[config.mk]
export PLATFORM = sky130hd
export DESIGN_NAME = sdram_cmd_tracker
export DESIGN_NICKNAME = d
export VERILOG_FILES = /design/src/rtl/sdr_cmd_pkg.sv /design/src/rtl/sdr_cmd_decode.sv /design/src/rtl/sdr_bank_slot.sv /design/src/rtl/sdram_cmd_tracker.sv
export SDC_FILE = /design/constraint.sdc
export NUM_CORES = 1
export LEC_CHECK = 0
export CAP_MARGIN = 20
export CORE_ASPECT_RATIO = 1.1
export CORE_UTILIZATION = 40
export CTS_CLUSTER_SIZE = 14
export DETAILED_ROUTE_END_ITERATION = 8
export DONT_BUFFER_PORTS = 1
export PLACE_DENSITY = 0.54
export SLEW_MARGIN = 10
export SYNTH_ARGS = -nofsm -noshare
export SYNTH_HDL_FRONTEND = slang
export SYNTH_SLANG_ARGS = --single-unit
[constraint.sdc]
create_clock -name clk -period 1.81 [get_ports clk]
set_input_delay 0.362 -clock clk [delete_from_list [all_inputs] [get_ports clk]]
set_output_delay 0.362 -clock clk [all_outputs]
set_load 0.05 [all_outputs]
[src/rtl/sdr_cmd_pkg.sv]
// Shared command type for the two-bank command decoder and tracker.
package sdr_cmd_pkg;

    typedef enum logic [2:0] {
        CMD_NOP = 3'd0,
        CMD_ACT = 3'd1,
        CMD_RD  = 3'd2,
        CMD_WR  = 3'd3,
        CMD_PRE = 3'd4,
        CMD_REF = 3'd5,
        CMD_MRS = 3'd6
    } cmd_e;

endpackage

[src/rtl/sdr_cmd_decode.sv]
// Combinational command decoder.
// Turns the sampled control pins into one command. cmd_raw ignores clock
// enable; cmd_o masks everything except refresh when clock enable is low.
// Assumes the pins are stable around the rising clock edge.
module sdr_cmd_decode
    import sdr_cmd_pkg::*;
(
    input  logic cs_n,
    input  logic ras_n,
    input  logic cas_n,
    input  logic we_n,
    input  logic sf_flag,
    input  logic cke,
    output cmd_e cmd_raw,
    output cmd_e cmd_o
);

    // Decode the strobe code when chip select is low and the flag is clear.
    always_comb begin
        cmd_raw = CMD_NOP;
        if (!cs_n && !sf_flag) begin
            case ({ras_n, cas_n, we_n})
                3'b011:  cmd_raw = CMD_ACT;
                3'b101:  cmd_raw = CMD_RD;
                3'b100:  cmd_raw = CMD_WR;
                3'b010:  cmd_raw = CMD_PRE;
                3'b001:  cmd_raw = CMD_REF;
                3'b000:  cmd_raw = CMD_MRS;
                default: cmd_raw = CMD_NOP;
            endcase
        end
    end

    // With clock enable low only a refresh survives (as self refresh).
    always_comb begin
        cmd_o = cmd_raw;
        if (!cke && cmd_raw != CMD_REF) begin
            cmd_o = CMD_NOP;
        end
    end

endmodule

[src/rtl/sdr_bank_slot.sv]
// State of one bank: active bit and open row.
// open_i latches row_i and marks the bank active; close_i marks it idle.
// Assumes open_i and close_i are never high together.
module sdr_bank_slot #(
    parameter int ROW_W = 10
) (
    input  logic             clk,
    input  logic             rst_n,
    input  logic             open_i,
    input  logic             close_i,
    input  logic [ROW_W-1:0] row_i,
    output logic             active_o,
    output logic [ROW_W-1:0] row_o
);

    // Track active bit and open row.
    always_ff @(posedge clk) begin
        if (!rst_n) begin
            active_o <= 1'b0;
            row_o    <= '0;
        end else if (open_i) begin
            active_o <= 1'b1;
            row_o    <= row_i;
        end else if (close_i) begin
            active_o <= 1'b0;
        end
    end

    assert_open_latches_row_R3: assert property (@(posedge clk) disable iff (!rst_n)
        open_i |=> active_o && row_o == $past(row_i));

    assert_close_idles_bank_R6: assert property (@(posedge clk) disable iff (!rst_n)
        close_i && !open_i |=> !active_o);

    assert_idle_cmd_holds_R1: assert property (@(posedge clk) disable iff (!rst_n)
        !open_i && !close_i |=> $stable(active_o) && $stable(row_o));

endmodule

[src/rtl/sdram_cmd_tracker.sv]
// Two-bank SDRAM command decoder and bank tracker.
// Decodes the command sampled at each rising edge and updates per-bank
// state. All outputs are registered: a command's effects appear one
// clock after the edge that sampled it. Address bit positions for bank
// select and all-bank precharge are parameters with fixed defaults.
module sdram_cmd_tracker
    import sdr_cmd_pkg::*;
#(
    parameter int ADDR_W     = 11,
    parameter int ROW_W      = 10,
    parameter int COL_W      = 8,
    parameter int BANK_W     = 1,
    parameter int ALLPRE_BIT = 9
) (
    input  logic                          clk,
    input  logic                          rst_n,
    input  logic                          cs_n,
    input  logic                          ras_n,
    input  logic                          cas_n,
    input  logic                          we_n,
    input  logic                          sf_flag,
    input  logic                          cke,
    input  logic [ADDR_W-1:0]             addr,
    output logic                          act_stb,
    output logic                          rd_stb,
    output logic                          wr_stb,
    output logic                          pre_stb,
    output logic                          aref_stb,
    output logic                          sref_stb,
    output logic                          illegal_stb,
    output logic [ROW_W-1:0]              row_addr,
    output logic [COL_W-1:0]              col_addr,
    output logic [BANK_W-1:0]             bank_sel,
    output logic [(1<<BANK_W)-1:0]        bank_active,
    output logic [(1<<BANK_W)*ROW_W-1:0]  open_rows,
    output logic                          suspend
);

    localparam int NUM_BANKS = 1 << BANK_W;
    localparam int BANK_LSB  = ADDR_W - BANK_W;

    cmd_e                  cmd_raw;
    cmd_e                  cmd;
    logic [BANK_W-1:0]     bank_idx;
    logic                  all_pre;
    logic                  sel_active;
    logic                  rw_cmd;
    logic [NUM_BANKS-1:0]  open_v;
    logic [NUM_BANKS-1:0]  close_v;

    sdr_cmd_decode u_decode (
        .cs_n    (cs_n),
        .ras_n   (ras_n),
        .cas_n   (cas_n),
        .we_n    (we_n),
        .sf_flag (sf_flag),
        .cke     (cke),
        .cmd_raw (cmd_raw),
        .cmd_o   (cmd)
    );

    assign bank_idx   = addr[BANK_LSB +: BANK_W];
    assign all_pre    = addr[ALLPRE_BIT];
    assign sel_active = bank_active[bank_idx];
    assign rw_cmd     = (cmd == CMD_RD) || (cmd == CMD_WR);

    // Per-bank open and close requests.
    always_comb begin
        for (int b = 0; b < NUM_BANKS; b++) begin
            open_v[b]  = (cmd == CMD_ACT) && (bank_idx == BANK_W'(b));
            close_v[b] = (cmd == CMD_PRE) && (all_pre || bank_idx == BANK_W'(b));
        end
    end

    generate
        for (genvar g = 0; g < NUM_BANKS; g++) begin : g_bank
            sdr_bank_slot #(.ROW_W(ROW_W)) u_slot (
                .clk      (clk),
                .rst_n    (rst_n),
                .open_i   (open_v[g]),
                .close_i  (close_v[g]),
                .row_i    (addr[ROW_W-1:0]),
                .active_o (bank_active[g]),
                .row_o    (open_rows[g*ROW_W +: ROW_W])
            );
        end
    endgenerate

    // Register decoded strobes and the clock-enable indication.
    always_ff @(posedge clk) begin
        if (!rst_n) begin
            act_stb     <= 1'b0;
            rd_stb      <= 1'b0;
            wr_stb      <= 1'b0;
            pre_stb     <= 1'b0;
            aref_stb    <= 1'b0;
            sref_stb    <= 1'b0;
            illegal_stb <= 1'b0;
            suspend     <= 1'b0;
        end else begin
            act_stb     <= (cmd == CMD_ACT);
            rd_stb      <= (cmd == CMD_RD) && sel_active;
            wr_stb      <= (cmd == CMD_WR) && sel_active;
            pre_stb     <= (cmd == CMD_PRE);
            aref_stb    <= (cmd == CMD_REF) && cke;
            sref_stb    <= (cmd == CMD_REF) && !cke;
            illegal_stb <= rw_cmd && !sel_active;
            suspend     <= !cke && (cmd_raw != CMD_REF);
        end
    end

    // Latch row, column and bank of accepted commands.
    always_ff @(posedge clk) begin
        if (!rst_n) begin
            row_addr <= '0;
            col_addr <= '0;
            bank_sel <= '0;
        end else if (cmd == CMD_ACT) begin
            row_addr <= addr[ROW_W-1:0];
            bank_sel <= bank_idx;
        end else if (rw_cmd && sel_active) begin
            col_addr <= addr[COL_W-1:0];
            bank_sel <= bank_idx;
        end
    end

    assert_cs_high_ignored_R1: assert property (@(posedge clk) disable iff (!rst_n)
        cs_n |=> !(act_stb || rd_stb || wr_stb || pre_stb || aref_stb || sref_stb
                   || illegal_stb) && $stable(bank_active) && $stable(col_addr));

    assert_one_strobe_R11: assert property (@(posedge clk) disable iff (!rst_n)
        $onehot0({act_stb, rd_stb, wr_stb, pre_stb, aref_stb, sref_stb, illegal_stb}));

    assert_sref_needs_cke_low_R8: assert property (@(posedge clk) disable iff (!rst_n)
        sref_stb |-> !$past(cke));

    assert_illegal_keeps_state_R5: assert property (@(posedge clk) disable iff (!rst_n)
        illegal_stb |-> $stable(col_addr) && $stable(bank_active) && $stable(bank_sel));

    assert_suspend_blocks_cmds_R9: assert property (@(posedge clk) disable iff (!rst_n)
        suspend |-> !(act_stb || rd_stb || wr_stb || pre_stb || aref_stb || illegal_stb));

    assert_flag_high_ignored_R10: assert property (@(posedge clk) disable iff (!rst_n)
        sf_flag |=> !(act_stb || rd_stb || wr_stb || pre_stb || aref_stb || sref_stb
                      || illegal_stb) && $stable(bank_active));

endmodule

======== After elaboration in Yosys (flattened, before gate mapping) ========
Cells that the tools add are included.
word-level totals
  bits of input ports ..................... 19
  flip-flop bits (word level) ............. 49
  output and inout bits ................... 49
  logic and storage cells ................. 64
operators by class
  equality and inequality tests ........... 11
  mux-type cells .......................... 11
  bitwise gates (word level) .............. 2
  magnitude comparators ................... 1
  reduce and logical (&&, ||, !) cells .... 24
operators by type and width
  operator                                            number
  case mux 3 bit (6 select lines)                     1
  == test 3 x 2 -> 1 bit, second input constant       4
  == test 3 bit, second input constant                4
  logical AND 1 bit                                   12
  2-to-1 mux 1 bit                                    8
  == test 3 x 1 -> 1 bit, second input constant       2
  2-to-1 mux 3 bit                                    2
  nonzero test 2 bit                                  3
  zero test 1 bit                                     4
  zero test 3 bit                                     1
  logical OR 1 bit                                    3
  != test 3 bit, second input constant                1
  < comparator 1 x 2 -> 1 bit, second input constant  1
  NOT 1 bit                                           2
  AND reduction 2 bit                                 1

======== Logic depth before layout (Yosys ltp) ========
Gate-level depths: netlist of run 1.
  depth in word-level cells ............... 11
  depth in mapped cells ................... 5
  depth with buffers taken out ............ 4

======== Modules after synthesis ========
Synthesis of run 1 repeated with hierarchy kept, for this count alone.
second synthesis, totals
  cells, all modules ...................... 189
  area, all modules ....................... 1991.9 µm²
modules (own cells, without submodules)
  module             area an instance (µm²)  instances  cells each  sequential area each (µm²)
  sdram_cmd_tracker  1059.8                  1          105         540.5
  sdr_bank_slot      411.6                   2          35          220.2
  sdr_cmd_decode     108.9                   1          14          0.0

======== Least setup slack after synthesis of run 1 ========
OpenSTA, ideal clock, no wires.
  kind .................................... input-to-reg
  from .................................... in addr[10]
  to ...................................... reg bank_sel
  stages .................................. 5
  data required time ...................... 1694 ps
  setup slack ............................. 473 ps
  buffers on the path ..................... 1
  setup time .............................. 116 ps
  arrival ................................. 1220 ps
  cells stage by stage .................... mux2_2 > nand4_1 > buf_4 > a21oi_1 > a41o_1
on the way
  cells in the longest elaborated chain, start to end .. 4
  elaborated cells on any way between the ends .. 6
  classes of those cells .................. 4 x mux; 2 x reduce/logical
RTL lines
  element                                               line                      text
  start: declaration                                    sdram_cmd_tracker.sv:23   input logic [ADDR_W-1:0] addr,
  2-to-1 mux 1 bit (implied by the code) (2 in series)  sdram_cmd_tracker.sv:64   assign sel_active = bank_active[bank_idx];
  logical AND 1 bit                                     sdram_cmd_tracker.sv:121  end else if (rw_cmd && sel_active) begin
  nonzero test 2 bit (no line)                          -
  end signal: assignment                                sdram_cmd_tracker.sv:120  bank_sel <= bank_idx;
  end signal: assignment                                sdram_cmd_tracker.sv:123  bank_sel <= bank_idx;
  end: declaration                                      sdram_cmd_tracker.sv:33   output logic [BANK_W-1:0] bank_sel,
Several ways; a longest one is shown, not always the timed one. The select of a mux whose other input is x is not followed.
A chain may end at the register's enable or synchronous reset.

======== Worst setup path after layout of run 1 ========
  from .................................... reg g_bank[1].u_slot.active_o
  to ...................................... reg bank_sel
on the way
  cells in the longest elaborated chain, start to end .. 4
RTL lines
  element                                               line                      text
  start: declaration                                    sdr_bank_slot.sv:12       output logic active_o,
  start signal: assignment                              sdr_bank_slot.sv:19       active_o <= 1'b0;
  start signal: assignment                              sdr_bank_slot.sv:22       active_o <= 1'b1;
  start signal: assignment                              sdr_bank_slot.sv:25       active_o <= 1'b0;
  2-to-1 mux 1 bit (implied by the code) (2 in series)  sdram_cmd_tracker.sv:64
  logical AND 1 bit                                     sdram_cmd_tracker.sv:121
  nonzero test 2 bit (no line)                          -
No other way between the ends. The select of a mux whose other input is x is not followed.

==> results of run 1 <==
[layout make-up]
| class | count | share of cell area |
|---|---|---|
| Multi-Input combinational cell | 120 | 0.3744 |
| Timing Repair Buffer | 6 | 0.02411 |
| Sequential cell | 49 | 0.5251 |
| Tap cell | 52 | 0.03483 |
| Inverter | 1 | 0.002009 |
| Clock buffer | 5 | 0.03684 |
| Clock inverter | 1 | 0.002679 |
[final timing paths]
kind	from	to	slack (ps)	cells past startpoint
setup / recovery	g_bank[1].u_slot.active_o	bank_sel	470	5
hold / removal	cke	sref_stb	130	1
setup reg to reg	g_bank[1].u_slot.active_o	bank_sel	470	5
hold reg to reg	g_bank[0].u_slot.active_o	illegal_stb	590	2
[worst register-to-register path, delay by kind of cell (launching register included)]
| family | cells | cell delay (ps) |
|---|---|---|
| AO/OA/AOI/OAI | 2 | 300 |
| buffers and inverters | 1 | 220 |
| flip-flops | 1 | 320 |
| multiplexers | 1 | 290 |
| AND/OR/NAND/NOR | 1 | 110 |
[report_power, final]
group	switching, uW	total [uW]	leakage [uW]	internal [uW]
Combinational	26.8	44.6	0.000375	17.8
Clock	317	572	0.0000399	254
Sequential	23.1	1110	0.000395	1080
[flip-flops by register name, summed over array words and instances, names as in the netlist]
| signal | flops |
|---|---|
| bank_sel | 1 |
| sref_stb | 1 |
| suspend | 1 |
| row_addr | 10 |
| rd_stb | 1 |
| pre_stb | 1 |
| aref_stb | 1 |
| act_stb | 1 |
| g_bank.u_slot.row_o | 20 |
| wr_stb | 1 |
| col_addr | 8 |
| illegal_stb | 1 |
| g_bank.u_slot.active_o | 2 |
[logic make-up (layout without fill, tap and decap cells)]
| group | after synthesis | after routing | synth area share |
|---|---|---|---|
| AO/OA/AOI/OAI | 28 | 28 | 0.08245 |
| buffers and inverters | 15 | 13 | 0.04548 |
| flip-flops | 49 | 49 | 0.5572 |
| multiplexers | 19 | 19 | 0.1087 |
| AND/OR/NAND/NOR | 73 | 73 | 0.2061 |
[metrics by stage]
| stage | worst slack, ps | hold slack, ps | instances | util | power, uW |
|---|---|---|---|---|---|
| CTS | 457.3 | 126.3 | 234 | 0.4574 | 1745 |
| floorplan | 473.4 | 438.1 | 184 | - | 1177 |
| detailed placement | 230.8 | 441.5 | 228 | 0.4393 | 1177 |
| global route | 409.0 | 120.2 | 234 | 0.4574 | 1802 |
| finish | 473.5 | 134.4 | 234 | 0.4574 | 1722 |
| global placement | 261.2 | 439.3 | 228 | 0.4393 | 1176 |
[Yosys cell counts, drive strengths merged (2+ instances only)]
cell and count:
a21oi 4, and3 2, buf 11, clkbuf 3, dfxtp 49, mux2i 18
nand2 13, nand2b 2, nand3 22, nand4 2, nor2 24, nor2b 2
o21ai 23
[layer usage]
| metal | vias up | part of all wire |
|---|---|---|
| met5 | - | 0 |
| met4 | 0 | 0.017 |
| li1 | 624 | - |
| met1 | 553 | 0.45 |
| met2 | 46 | 0.43 |
| met3 | 7 | 0.094 |
==> flow_summary.json, run 1 <==
{
  "status": "finished clean",
  "vdd_drop_max_uv": 396.9,
  "ant_nets": 0,
  "place_area_mm2": 0.001794,
  "clock.fmax_mhz": 748.2,
  "synth_ff_type": "dfxtp_1",
  "grt-busiest-layer": "met2",
  "finalClockSkew_ps": 1.041,
  "maxCapViolations": 0,
  "final_common_cell": "dfxtp_1",
  "setup_viol": 0,
  "via_per_inst": 5.256,
  "grt_antenna_before_repair": 0,
  "worst-path-buf-inv": 1,
  "maxSlewViolCount": 0,
  "cts.clk_slew.worst_paths_ps": 80,
  "cts_tree": "built",
  "worst_ep_required_time_ps": 2000,
  "postCtsHoldBufs": 0,
  "critPathCaptureType": "flop",
  "clock_latency_ps": 290,
  "synth_cell_types": 27,
  "cts-root-buf": "clkbuf_8",
  "grtUsageMet1": 0.2116,
  "leakage_uw": 0.0008097,
  "place_congestion": 0.8744,
  "grt_pass1_wl_mm": 5.747,
  "dieWidth_um": 65.26,
  "hold_viol": 0,
  "critPathMaxFanout": 10,
  "ys_async_sr_fraction": 0,
  "ys_seq_area_frac": 0.5572,
  "relSlewSlack": 0.6391,
  "numCtsBuffers": 5,
  "crit_slowest_cell": "dfxtp_1",
  "grt_use_total": 0.1630,
  "drive_gt1_frac": 0.08242,
  "first_global_vias": 1152,
  "path_delay_family": "flip-flops",
  "synthDominantCellAreaShare": 0.5572,
  "regArea_um2": 980.9,
  "yosys.area.top_type": "dfxtp_1",
  "cp.arrival_ps": 1530,
  "hp-class": "primary input to flop",
  "grtUsageMet3": 0.09076,
  "post_cts_buffers": 0,
  "start_util": 0.4311,
  "cts.repair.resized": 0,
  "fin_crit_ps": 1336,
  "crit_chain": "mux2_2 > nand4_1 > buf_4 > a21oi_1 > a41o_1",
  "fill_cells": 421,
  "overflow": 0,
  "drt_wl_total_mm": 3.661,
  "synth_edf_count": 0,
  "io_buffers": 0,
  "grt_max_degree": 37,
  "syn_nets": 203,
  "mostFrequentLayoutCells": "dfxtp_1 (49), nor2_1 (24), nand3_1 (21)",
  "fp.coreArea_mm2": 0.004084,
  "vias": 1230,
  "grt_use_met2": 0.2291,
  "fp.dieH_um": 71.58,
  "drtIter0Drc": 84,
  "first_pass_iters": 4,
  "clockBufferDepth": 2,
  "cts.htree.levels": 2,
  "dpl.hpwl_mm": 2.682,
  "tightestPinTransition_ps": 540.7,
  "syn_inst": 184,
  "area_delta_synth_final_pct": 6.112,
  "worst-setup-path-type": "flop to flop",
  "dieArea_mm2": 0.004671,
  "min_period_over_period": 0.7384,
  "totalNegativeSetupSlack_ps": 0,
  "netlist_top_cells_area": "dfxtp_1 (56%), mux2i_1 (10%), nand3_1 (6.0%)",
  "ys_ff_latch": 49,
  "multiInputGateArea_um2": 699.4,
  "num_rows": 24,
  "syn_area_per_cell_um2": 9.568,
  "nNetsFinal": 202,
  "fin_area_mm2": 0.001868,
  "drc": 0,
  "ios": 68,
  "rsz0062_at_grt": "no",
  "syn_area_mm2": 0.001760,
  "max_stage_delay_ps": 320,
  "start_kind": "flop",
  "power_density_mw_per_mm2": 921.9,
  "yosys_warnings": 0,
  "diodes": 0,
  "clkSinkCount": 49,
  "wl_per_cell_um": 15.65
}
Power figures use the tool's default switching activity.
==> run 2: changes to the inputs <==
Settings changed: ABC_AREA set to 1, PLACE_DENSITY 0.54 to 0.56.
Clock period 1.81 ns to 1.2 ns, I/O delays scaled along.
==> flow_summary.json, run 2 <==
{
  "clock.fmax_mhz": 860.6,
  "nNetsFinal": 299,
  "syn_inst": 233,
  "synth_ff_type": "dfxtp_1",
  "syn_area_per_cell_um2": 7.980,
  "first_global_vias": 1441,
  "start_util": 0.4246,
  "yosys_warnings": 0,
  "power_uw": 2825,
  "start_kind": "flop",
  "largest_reg_flops": 20,
  "drt_wl_total_mm": 4.296,
  "ant_nets": 0,
  "yosys.area.top_type": "dfxtp_1",
  "cp.arrival_ps": 920,
  "critPathMaxFanout": 1,
  "power_density_mw_per_mm2": 1207,
  "dieArea_mm2": 0.004925,
  "hold_end": "col_addr[6]",
  "grt_pass1_wl_mm": 6.624,
  "rsz0062_at_grt": "no",
  "cts-root-buf": "clkbuf_8",
  "critPathCaptureType": "output port",
  "place_congestion": 0.7312,
  "worst_ep_required_time_ps": 960,
  "ys_ff_latch": 49,
  "io_buffers": 0,
  "reg2regPathDepth": 5,
  "fp.coreArea_mm2": 0.004379,
  "ys_async_sr_fraction": 0,
  "first_pass_iters": 4,
  "grt_use_total": 0.1837,
  "dpl.hpwl_mm": 3.066,
  "worst-setup-path-type": "flop to output port",
  "diodes": 0,
  "tightestPinTransition_ps": 484.9,
  "synthDominantCellAreaShare": 0.5276,
  "via_per_inst": 4.805,
  "top_regs": "g_bank.u_slot.row_o x20, row_addr x10, col_addr x8",
  "ys_seq_area_frac": 0.5276,
  "final_util": 0.5343,
  "cts_tree": "built",
  "r2r-start": "g_bank[0].u_slot.active_o",
  "netlist_top_cells_area": "dfxtp_1 (53%), nor2_1 (12%), o21ai_0 (9.7%)",
  "vdd_drop_max_uv": 610.4,
  "drc": 0,
  "grt_max_degree": 41,
  "cts.htree.levels": 2,
  "regMostFlops": "g_bank.u_slot.row_o",
  "clkSinkCount": 49,
  "ios": 68,
  "hp-start": "rst_n",
  "cts.clk_slew.worst_paths_ps": 80,
  "grt_antenna_before_repair": 0,
  "relSlewSlack": 0.6763,
  "hp-class": "primary input to flop",
  "holdPathStages": 2,
  "finalClockSkew_ps": 4.385,
  "min_period_over_period": 0.9683,
  "drtIter0Drc": 101,
  "clock_latency_ps": 290,
  "maxCapViolations": 0,
  "dieWidth_um": 67.01,
  "numCtsBuffers": 5,
  "vias": 1605,
  "clockBufferDepth": 2,
  "ys_top_cells_by_count": "nor2_1 (59), dfxtp_1 (49), o21ai_0 (36)",
  "multiInputGateArea_um2": 710.7,
  "overflow": 0,
  "fp.dieH_um": 73.51,
  "leakage_uw": 0.001010,
  "fin_crit_ps": 1162,
  "wl_per_cell_um": 12.86,
  "setup_viol": 0,
  "mostFrequentLayoutCells": "nor2_1 (59), buf_4 (48), dfxtp_1 (46)",
  "final_common_cell": "nor2_1",
  "status": "finished clean",
  "area_delta_synth_final_pct": 25.84,
  "synth_cell_types": 26,
  "num_rows": 25,
  "synth_edf_count": 0,
  "fill_cells": 462,
  "reg2reg_setup_slack_ps": 100,
  "syn_area_mm2": 0.001859,
  "regArea_um2": 984.7,
  "whs_ps": 69.18,
  "syn_nets": 252,
  "drive_gt1_frac": 0.2571,
  "timing.rr.end": "col_addr[3]",
  "yosysMostFrequentCell": "nor2_1",
  "maxSlewViolCount": 0,
  "hold_viol": 0
}
[run 2: changes by cell type after synthesis, moves of 16 or more]
cell / delta
inv_1: +21
mux2i_1: -18
nand3_1: -16
nor2_1: +35
o21ai_0: +33
o21ai_1: -19
[run 2: kinds of logic (layout without fill, tap and decap cells)]
kind of cell           count (synthesis)  count (layout)  synth area share
buffers and inverters                 37              83           0.09555
flip-flops                            49              49            0.5276
AND/OR/NAND/NOR                       94              95            0.2335
AO/OA/AOI/OAI                         53              53            0.1433
[run 2: final cells by class]
type                            count  share of cell area
Tap cell                           54             0.02888
Multi-Input combinational cell    148              0.3037
Inverter                           26             0.04278
Timing Repair Buffer               50              0.1668
Sequential cell                    49              0.4209
Clock buffer                        7             0.03690
[run 2: metrics by stage]
stage          setup slack (ps)  TNS, ps  instance area (um^2)  cells
2_1_floorplan             36.59        0                  1859    233
3_3_place_gp             -74.60    -1258                  2227    325
3_5_place_dp             -118.7    -2296                  2227    325
4_1_cts                   6.373        0                  2316    332
5_1_grt                   5.195        0                  2340    334
6_report                  38.03        0                  2340    334
[run 2: worst max path at each step]
stage | startpoint | endpoint | slack (ps) | cells past startpoint
2_1_floorplan | g_bank[0].u_slot.active_o | col_addr[1] | 40 | 6
3_3_place_gp | sf_flag | col_addr[0] | -70 | 7
3_5_place_dp | ras_n | g_bank[0].u_slot.row_o[3] | -120 | 7
4_1_cts | g_bank[0].u_slot.active_o | col_addr[3] | 6 | 5
5_1_grt | g_bank[0].u_slot.active_o | col_addr[1] | 5 | 6
6_report | pre_stb | pre_stb | 40 | 0
[run 2: where the power goes]
part           switching [uW]  leakage, uW  internal (uW)
Clock                     503    0.0000443            458
Sequential               21.5     0.000397           1640
Combinational             131     0.000569           67.4
Total                     655      0.00101           2170
[run 2: timing repair]
action	CTS	global route
cloned	0	1
pin swaps	0	1
hold buffers	0	1
hold endpoints to repair	0	1
endpoints found under the setup margin	9	12
resized for setup	2	5
buffers inserted	0	0
[run 2: layer usage]
layer | vias to the layer above | routed length (um) | global-route usage
met5 | - | 0 | 0
met2 | 51 | 1991 | 0.2967
met4 | 0 | 55 | 0.06383
met1 | 715 | 1865 | 0.2226
li1 | 833 | - | -
met3 | 6 | 384 | 0.06677
==> run 3: changes to the inputs <==
Settings changed: ABC_AREA 1 to not set.
==> flow_summary.json, run 3 (synthesis gave the netlist of run 1 again) <==
{
  "grt_antenna_before_repair": 0,
  "crit_slowest_cell": "dfxtp_1",
  "tightestPinTransition_ps": 483.2,
  "clock.fmax_mhz": 795.0,
  "hp-class": "primary input to flop",
  "diodes": 0,
  "cts_tree": "built",
  "final_cells": 271,
  "via_per_inst": 5.181,
  "totalNegativeSetupSlack_ps": -285.9,
  "clock_latency_ps": 300,
  "fin_area_mm2": 0.002226,
  "clkSinkCount": 49,
  "critPathMaxFanout": 10,
  "setup_ws_ps": -57.79,
  "first_global_vias": 1325,
  "start_util": 0.4311,
  "place_congestion": 0.8833,
  "rsz0062_at_grt": "yes",
  "crit_chain": "mux2_4 > nand4_1 > buf_12 > a21oi_1 > a41o_1",
  "wl_per_cell_um": 14.83,
  "nNetsFinal": 237,
  "cts-root-buf": "clkbuf_8",
  "area_delta_synth_final_pct": 26.44,
  "status": "finished, violations left",
  "ios": 68,
  "dp.cells": 262,
  "clockBufferDepth": 2,
  "critPathCaptureType": "flop",
  "power_density_mw_per_mm2": 1389,
  "regMostFlops": "g_bank.u_slot.row_o",
  "cts.htree.levels": 2,
  "cp.arrival_ps": 1460,
  "failed_checks": "negative setup slack",
  "min_period_over_period": 1.048,
  "io_buffers": 0,
  "worst_ep_required_time_ps": 1400,
  "dieWidth_um": 65.26,
  "largest_reg_flops": 20,
  "first_pass_iters": 4,
  "mostFrequentLayoutCells": "buf_4 (39), dfxtp_1 (36), nor2_1 (24)",
  "finalClockSkew_ps": 5.545,
  "fp.dieH_um": 71.58,
  "place_area_mm2": 0.002062,
  "hold_viol": 0,
  "ant_nets": 0,
  "relSlewSlack": 0.6774,
  "drt_wl_total_mm": 4.019,
  "drc": 0,
  "vdd_drop_max_uv": 760.6,
  "drive_gt1_frac": 0.2922,
  "setup_viol": 9,
  "final_common_cell": "buf_4",
  "fp.coreArea_mm2": 0.004084,
  "dpl.hpwl_mm": 3.013,
  "grt_max_degree": 37,
  "dieArea_mm2": 0.004671,
  "grt_pass1_wl_mm": 6.451,
  "maxSlewViolCount": 0,
  "top_regs": "g_bank.u_slot.row_o x20, row_addr x10, col_addr x8",
  "leakage_uw": 0.001039,
  "maxCapViolations": 0,
  "fin_crit_ps": 1258,
  "worst-setup-path-type": "flop to flop",
  "num_rows": 24,
  "vias": 1404,
  "start_kind": "flop",
  "drtIter0Drc": 74,
  "overflow": 0,
  "grt_use_total": 0.1812,
  "numCtsBuffers": 5,
  "cts.clk_slew.worst_paths_ps": 90,
  "max_stage_delay_ps": 320
}
## run 3: cell types whose count changed in the layout (fill, tap and decap cells not counted), sizes merged, moves of 6 or more
cell   previous run  this run
inv              26         1
nand2            19        13
a21oi            15         4
buf              49        40
nor2             62        24
o21ai            37        23
mux2i             0        18
nand3             7        22
## run 3: where the power goes
part | internal [uW] | switching, uW
combinational | 39.4 | 59.5
clock | 827 | 512
sequential | 1630 | 19.2
## run 3: worst paths after layout
kind,start,endpoint,slack [ps],depth (start not counted)
max,g_bank[0].u_slot.active_o,bank_sel,-60,5
min,rst_n,illegal_stb,60,2
max reg2reg,g_bank[0].u_slot.active_o,bank_sel,-60,5
min reg2reg,g_bank[1].u_slot.row_o[3],g_bank[1].u_slot.row_o[3],460,2
## run 3: stage by stage
step / setup slack [ps] / total power (uW) / hold WS, ps / utilization
2_1_floorplan: 5.832 / 1776 / 316.1 / -
4_1_cts: -70.24 / 3125 / 49.93 / 0.5414
3_3_place_gp: -23.89 / 1784 / 317.5 / 0.5049
5_1_grt: -112.0 / 3200 / 41.82 / 0.5450
6_report: -57.79 / 3091 / 60.08 / 0.5450
3_5_place_dp: -63.47 / 1787 / 320.0 / 0.5049
## run 3: final cells by class
type                            instances  area (um^2)
Fill cell                             392         1858
Multi-Input combinational cell        120        703.2
Sequential cell                        49        997.2
Inverter                                1        3.754
Clock buffer                            5        68.82
Timing Repair Buffer                   41        322.8
Tap cell                               52        65.06
Clock inverter                          3        65.06
## run 3: what timing repair did
item,in CTS,in global routing
buffers inserted,0,0
endpoints found under the setup margin,13,17
pin swaps,1,0
hold buffers,1,0
endpoints found under the hold margin,2,0
resized for setup,4,10
## run 3: worst max-delay path, delay by kind of cell (launching register included)
family	cells	cell delay [ps]
flip-flops	1	320
AND/OR/NAND/NOR	1	130
multiplexers	1	280
buffers and inverters	1	160
AO/OA/AOI/OAI	2	260
## run 3: routing by layer
layer / up-vias / global-route usage / part of all wire
met2: 52 / 0.2875 / 0.47
met1: 651 / 0.2193 / 0.42
met5: - / 0 / 0
met4: 0 / 0.06763 / 0.015
met3: 6 / 0.07325 / 0.096
li1: 695 / - / -
